## config.mk

```make
export PLATFORM = sky130hd
export DESIGN_NAME = rx_ring_pager
export DESIGN_NICKNAME = d
export VERILOG_FILES = /design/src/rtl/rx_ring_pager.sv
export SDC_FILE = /design/constraint.sdc
export NUM_CORES = 1
export LEC_CHECK = 0
export BUFFER_PORTS_ARGS = -buffer_cell sky130_fd_sc_hd__clkbuf_2
export CAP_MARGIN = 20
export CORE_UTILIZATION = 55
export DETAILED_ROUTE_END_ITERATION = 6
export HOLD_SLACK_MARGIN = 0.08
export PLACE_DENSITY_LB_ADDON = 0.3
export SLEW_MARGIN = 30
export SYNTH_ARGS = -nofsm -noshare
export SYNTH_HDL_FRONTEND = slang
export SYNTH_SLANG_ARGS = --single-unit
```

## constraint.sdc

```tcl
create_clock -name clk -period 7.4 [get_ports clk]
set_clock_uncertainty 0.1 [all_clocks]
set_input_delay 0.74 -clock clk [delete_from_list [all_inputs] [get_ports clk]]
set_output_delay 0.74 -clock clk [all_outputs]
set_load 0.05 [all_outputs]
```

## src/rtl/rx_ring_pager.sv

```systemverilog
module rx_ring_pager #(
  parameter int PAGE_W = 8,
  parameter int CNT_W = 16,
  parameter logic [PAGE_W-1:0] RST_START = 'h40,
  parameter logic [PAGE_W-1:0] RST_STOP = 'h80
) (
  input  logic              clk,
  input  logic              rst_n,
  input  logic              reg_we,
  input  logic [1:0]        reg_addr,
  input  logic [PAGE_W-1:0] reg_wdata,
  output logic [PAGE_W-1:0] reg_rdata,
  input  logic              cfg_monitor,
  input  logic              cfg_save_err,
  input  logic              rx_valid,
  input  logic [7:0]        rx_data,
  input  logic              rx_last,
  input  logic              rx_crc_err,
  input  logic              rx_align_err,
  output logic              rx_ready,
  output logic              mem_we,
  output logic [PAGE_W+7:0] mem_addr,
  output logic [7:0]        mem_wdata,
  output logic              stat_valid,
  output logic [7:0]        stat_byte,
  output logic              ovw_evt,
  output logic              rst_flag
);
  localparam int AW = PAGE_W + 8;

  typedef enum logic [1:0] {S_IDLE, S_DATA, S_DROP, S_HDR} st_t;
  st_t st;

  logic [PAGE_W-1:0] pg_start, pg_stop, pg_bnd, pg_cur, pg_nxt;
  logic [AW-1:0]     wa;
  logic [CNT_W-1:0]  cnt;
  logic [1:0]        hidx;
  logic [7:0]        hdr_stat, hdr_byte;

  function automatic logic [PAGE_W-1:0] step_pg(input logic [PAGE_W-1:0] p,
                                                input logic [PAGE_W-1:0] first,
                                                input logic [PAGE_W-1:0] stop);
    logic [PAGE_W-1:0] q;
    q = p + 1'b1;
    return (q == stop) ? first : q;
  endfunction

  function automatic logic [7:0] mk_stat(input logic miss, input logic crc, input logic al);
    return {3'b000, miss, 1'b0, al, crc, ~(miss | crc | al)};
  endfunction

  logic [AW-1:0]     a_now, a_inc, a_adv;
  logic [PAGE_W-1:0] a_pg, end_pg;
  logic [CNT_W-1:0]  cnt_n, cnt4;
  logic take, hit_bnd, blocked, store, end_full, bad;

  assign a_now    = (st == S_IDLE) ? {pg_cur, 8'h04} : wa;
  assign a_pg     = a_now[AW-1:8];
  assign a_inc    = a_now + 1'b1;
  assign a_adv    = (a_inc[7:0] == 8'h00 && a_inc[AW-1:8] == pg_stop) ? {pg_start, 8'h00} : a_inc;
  assign rx_ready = (st != S_HDR);
  assign take     = rx_valid && rx_ready;
  assign hit_bnd  = (st == S_DATA) && (a_now[7:0] == 8'h00) && (a_pg == pg_bnd);
  assign blocked  = cfg_monitor || rst_flag;
  assign store    = take && ((st == S_IDLE && !blocked) || (st == S_DATA && !hit_bnd));
  assign end_pg   = step_pg(a_pg, pg_start, pg_stop);
  assign end_full = (end_pg == pg_bnd);
  assign bad      = rx_crc_err || rx_align_err;
  assign cnt_n    = (st == S_IDLE) ? CNT_W'(1) : cnt + CNT_W'(1);
  assign cnt4     = cnt + CNT_W'(4);

  always_comb begin
    case (hidx)
      2'd0:    hdr_byte = hdr_stat;
      2'd1:    hdr_byte = 8'(pg_nxt);
      2'd2:    hdr_byte = cnt4[7:0];
      default: hdr_byte = cnt4[15:8];
    endcase
  end

  always_comb begin
    case (reg_addr)
      2'd0:    reg_rdata = pg_start;
      2'd1:    reg_rdata = pg_stop;
      2'd2:    reg_rdata = pg_bnd;
      default: reg_rdata = pg_cur;
    endcase
  end

  assign mem_we    = (st == S_HDR) || store;
  assign mem_addr  = (st == S_HDR) ? {pg_cur, 6'd0, hidx} : a_now;
  assign mem_wdata = (st == S_HDR) ? hdr_byte : rx_data;

  always_ff @(posedge clk or negedge rst_n) begin
    if (!rst_n) begin
      st         <= S_IDLE;
      pg_start   <= RST_START;
      pg_stop    <= RST_STOP;
      pg_bnd     <= RST_START;
      pg_cur     <= RST_START;
      pg_nxt     <= '0;
      wa         <= '0;
      cnt        <= '0;
      hidx       <= '0;
      hdr_stat   <= '0;
      stat_valid <= 1'b0;
      stat_byte  <= '0;
      ovw_evt    <= 1'b0;
      rst_flag   <= 1'b0;
    end else begin
      stat_valid <= 1'b0;
      ovw_evt    <= 1'b0;
      if (reg_we) begin
        case (reg_addr)
          2'd0: pg_start <= reg_wdata;
          2'd1: pg_stop  <= reg_wdata;
          2'd2: begin
            if (reg_wdata != pg_bnd) rst_flag <= 1'b0;
            pg_bnd <= reg_wdata;
          end
          default: pg_cur <= reg_wdata;
        endcase
      end
      case (st)
        S_IDLE, S_DATA: if (take) begin
          cnt <= cnt_n;
          if (store) begin
            wa <= a_adv;
            if (rx_last) begin
              stat_valid <= 1'b1;
              if (end_full) begin
                stat_byte <= mk_stat(1'b1, rx_crc_err, rx_align_err);
                ovw_evt   <= 1'b1;
                rst_flag  <= 1'b1;
                st        <= S_IDLE;
              end else if (bad && !cfg_save_err) begin
                stat_byte <= mk_stat(1'b0, rx_crc_err, rx_align_err);
                st        <= S_IDLE;
              end else begin
                stat_byte <= mk_stat(1'b0, rx_crc_err, rx_align_err);
                hdr_stat  <= mk_stat(1'b0, rx_crc_err, rx_align_err);
                pg_nxt    <= end_pg;
                hidx      <= 2'd0;
                st        <= S_HDR;
              end
            end else begin
              st <= S_DATA;
            end
          end else begin
            if (hit_bnd) begin
              ovw_evt  <= 1'b1;
              rst_flag <= 1'b1;
            end
            if (rx_last) begin
              stat_valid <= 1'b1;
              stat_byte  <= mk_stat(1'b1, rx_crc_err, rx_align_err);
              st         <= S_IDLE;
            end else begin
              st <= S_DROP;
            end
          end
        end
        S_DROP: if (take && rx_last) begin
          stat_valid <= 1'b1;
          stat_byte  <= mk_stat(1'b1, rx_crc_err, rx_align_err);
          st         <= S_IDLE;
        end
        S_HDR: begin
          hidx <= hidx + 1'b1;
          if (hidx == 2'd3) begin
            pg_cur <= pg_nxt;
            st     <= S_IDLE;
          end
        end
        default: st <= S_IDLE;
      endcase
    end
  end

  AST_NO_BND_ENTRY: assert property (@(posedge clk) disable iff (!rst_n)
    (mem_we && st == S_DATA && mem_addr[7:0] == 8'h00) |-> (mem_addr[AW-1:8] != pg_bnd));
  AST_DROP_SILENT: assert property (@(posedge clk) disable iff (!rst_n)
    (st == S_DROP) |-> !mem_we);
  AST_OVW_STOPS: assert property (@(posedge clk) disable iff (!rst_n)
    ovw_evt |-> rst_flag);
  AST_CUR_ON_COMMIT: assert property (@(posedge clk) disable iff (!rst_n)
    ((pg_cur != $past(pg_cur)) && !$past(reg_we && reg_addr == 2'd3)) |-> ($past(st) == S_HDR));
  AST_READY_AFTER_HDR: assert property (@(posedge clk) disable iff (!rst_n)
    $rose(rx_ready) |-> ($past(st) == S_HDR && $past(hidx) == 2'd3));
endmodule

```

==> results by group <==
Global routing
  • Largest net degree at the start of global routing: 69
  • Global-route wire length before repair: 27.46 mm
  • Vias in the first global route: 5,050
  • GR Util All Layers: 31.68%
  • Global route overflow: 0
  • Initial antenna violation count: 0

Yosys
  • #FFs+latches synth: 86
  • Register area share after synthesis: 34.99%
  • Ys Warns: 0
  • Most frequent cell after synthesis: dfrtp_1
  • Syn Inst Count: 678
  • Avg Cell Area, Syn: 9.092 µm²
  • Yosys top cell area share: 33.29%
  • Yosys cell types: 72
  • Synth cell count leaders: 82 x dfrtp_1, 70 x o21ai_0, 69 x nand2_1
  • Mapped cell area: 6165 µm²
  • Post-Synth Adder-Cell Area: 1.989%
  • Synth Area in XOR/XNOR: 9.580%
  • Post-synth EDFFs: 0
  • Ys async rst share: 100.0%
  • Synth area leaders: dfrtp_1 33%, xnor2_1 6.0%, o21ai_0 5.7%, mux2_2 5.3%, mux2i_1 4.7%
  • Primary FF master, synth: dfrtp_1
  • Area leader, netlist: dfrtp_1
  • Main combinational cell family by area after synthesis: simple AND/OR/NAND/NOR gates
  • Multiplexer share of the synthesized area: 13.40%
  • Simple-gate portion of the synthesized area: 18.06%
  • Synth Area in Compound Gates: 17.11%

Clock tree
  • Reg clk slew, reported paths: 90 ps
  • Sink Count: 86
  • CTS resizes: 0
  • Setup Buffers After CTS: 0
  • Root Buffer: clkbuf_8
  • H-tree depth reported by CTS: 3
  • TritonCTS Buffers: 9
  • Clock Path Buffers: 2
  • CTS tree: yes
  • Worst-Skew Late Latency: 380 ps
  • Post-CTS Hold Fix Bufs: 0

Min path
  • Hold Path Class: input port to async pin

Power
  • Switch share: 52.48%
  • Internal: 1.341 mW
  • Cell leakage power: 2.910 nW
  • Gate power share: 57.2%
  • PwrDens: 419.5 nW/µm²
  • Flop pwr share: 30.3%
  • Peak VDD IR: 0.2204 mV
  • Net Sw Power: 1.481 mW
  • Part of the power in the clock network: 12.5%

Die
  • IO Pins: 72
  • Die area: 11,640 µm²
  • Die Y: 107.9 µm
  • Initial Util: 56.62%
  • # rows: 38
  • Core Area: 10,890 µm²
  • Die width: 107.9 µm

STA
  • Maximum clock rate: 178.8 MHz
  • RSZ-0062 raised after global routing: no
  • Worst-margin pin slew: 951.5 ps
  • Final period util: 75.57%
  • Final min period: 5592 ps
  • Final Setup Violations: 0
  • Final TNS setup: 0 ps
  • Final Slew Violations: 0
  • Final Hold Fails: 0
  • Slew HR: 36.57%

Worst setup path
  • Setup crit end kind: register
  • CP Launch Type: register
  • Kind of critical path: register to register
  • Critical Path RT: 7570 ps
  • Crit path max fanout: 31
  • Arr. time, crit path: 5760 ps

Drt
  • Routed Antenna Nets: 0
  • Drt total wl: 17.52 mm
  • Routed vias: 5,486
  • DRC viols: 0
  • Starting DRT DRC Count: 464
  • DR WL/cell: 20.38 µm
  • 1st-pass router iterations: 5
  • Via density: 6.379

Layout
  • Final Non-Filler Cells: 860
  • Final nets: 752
  • Layout cells sized above 1: 19.44%
  • Antenna fix cells: 0
  • Area Overhead vs Synth: 9.093%
  • Sequential Area: 2157 µm²
  • Fillcell total: 908
  • Multi-input gate area: 3732 µm²

Place
  • Routability cong.: 0.9616
  • Dpl cells: 845
  • IO Port Bufs: 67
  • Post-DP HPWL: 12.92 mm

Status
  • Status: finished, final reports clean

Flow run
  • Max-cap violations: 0
==> per-stage QoR <==
stage	worst slack [ps]	cell area [µm²]	util, %	power, mW	hold WS [ps]
6_report	1808	6725	61.77	2.821	114.7
5_1_grt	1421	6725	61.77	2.986	122.5
4_1_cts	1897	6721	61.73	2.802	99.55
3_5_place_dp	1928	6523	59.91	2.449	368.2
3_3_place_gp	2153	6523	59.91	2.428	361.9
2_1_floorplan	3133	6176	-	2.040	344.4
==> cells by family (layout without fill, tap and decap cells) <==
logic type | Yosys count | after routing
AO/OA/AOI/OAI | 166 | 166
XOR/XNOR | 61 | 61
adder cells (fa/ha/maj) | 10 | 10
buffers and inverters | 69 | 108
flip-flops | 86 | 86
multiplexers | 68 | 68
other | 1 | 4
AND/OR/NAND/NOR | 217 | 217
==> metal layers <==
layer,track usage (%),wire [µm]
met1,44.25,7693
met2,50.00,8150
met3,4.661,1304
met4,11.15,375
met5,0,0
==> cell type report <==
type                       instances  share of cell area, %
multi-input combinational        526                  55.50
sequential                        86                  32.07
timing repair buffer              73                  5.749
tap                              140                  2.605
clock buffer                      12                  2.307
inverter                          20                  1.116
clock inverter                     3                 0.6512
==> power by group through the flow <==
| stage | Combinational, mW | Sequential [mW] | Clock (mW) |
|---|---|---|---|
| 4_1_cts | 1.61 | 0.841 | 0.356 |
| 6_report | 1.61 | 0.856 | 0.351 |
| 3_5_place_dp | 1.60 | 0.849 | 0 |
| 2_1_floorplan | 1.31 | 0.732 | 0 |
| 5_1_grt | 1.74 | 0.872 | 0.371 |
| 3_3_place_gp | 1.58 | 0.844 | 0 |
==> worst max-delay path, stage by stage, from the launching register on <==
cell and delay (ps):
dfrtp_1 980, or2_1 560, mux2i_1 270, inv_1 100, ha_1 320, inv_1 120, o32ai_1 490, xnor2_1 220
a2111oi_2 550, nand4b_1 150, buf_4 220, or3_1 380, a21boi_4 390, or2_4 270, mux2_2 340
==> layout by cell type, fill, tap and decap left out, drive strengths merged, types with 4 or more instances in the layout <==
| cell | count |
|---|---|
| dfrtp | 82 |
| clkbuf | 78 |
| o21ai | 71 |
| nand2 | 69 |
| nor2 | 44 |
| xnor2 | 42 |
| mux2i | 30 |
| mux2 | 30 |
| a21oi | 25 |
| inv | 19 |
| nand3 | 19 |
| or3 | 19 |
| xor2 | 15 |
| o211ai | 11 |
| nand4 | 10 |
| and2 | 10 |
| ha | 9 |
| mux4 | 8 |
| nor3 | 7 |
| buf | 7 |
| nor3b | 6 |
| and3 | 6 |
| a221oi | 6 |
| o21a | 5 |
| a21o | 5 |
| nor2b | 5 |
| a31oi | 5 |
| o31ai | 5 |
| or2 | 5 |
| nor4 | 5 |
| a311oi | 4 |
| a22oi | 4 |
| o2111ai | 4 |
| conb | 4 |
| dfstp | 4 |
==> state kept, by name (all words and copies together) (netlist names) <==
signal,count
hidx,2
pg_bnd,8
rst_flag,1
pg_cur,8
ovw_evt,1
wa,16
cnt,16
pg_stop,8
stat_valid,1
stat_byte,4
pg_nxt,8
pg_start,8
st,2
hdr_stat,3
==> worst paths after layout <==
check | start | to | depth (start not counted) | slack (ps)
worst max-delay path | st[0]$_DFFE_PN0P_ | hdr_stat[1]$_DFFE_PN0P_ | 14 | 1810
worst min-delay path | rst_n | wa[5]$_DFFE_PN0P_ | 1 | 110
worst max register to register | st[0]$_DFFE_PN0P_ | hdr_stat[1]$_DFFE_PN0P_ | 14 | 1810
worst min register to register | stat_byte[2]$_DFFE_PN0P_ | stat_byte[2]$_DFFE_PN0P_ | 2 | 390
max in group asynchronous | rst_n | pg_bnd[4]$_DFFE_PN0P_ | 2 | 6160
min in group clk | stat_byte[2]$_DFFE_PN0P_ | stat_byte[2]$_DFFE_PN0P_ | 2 | 390
(Power assumes the default switching activity.)
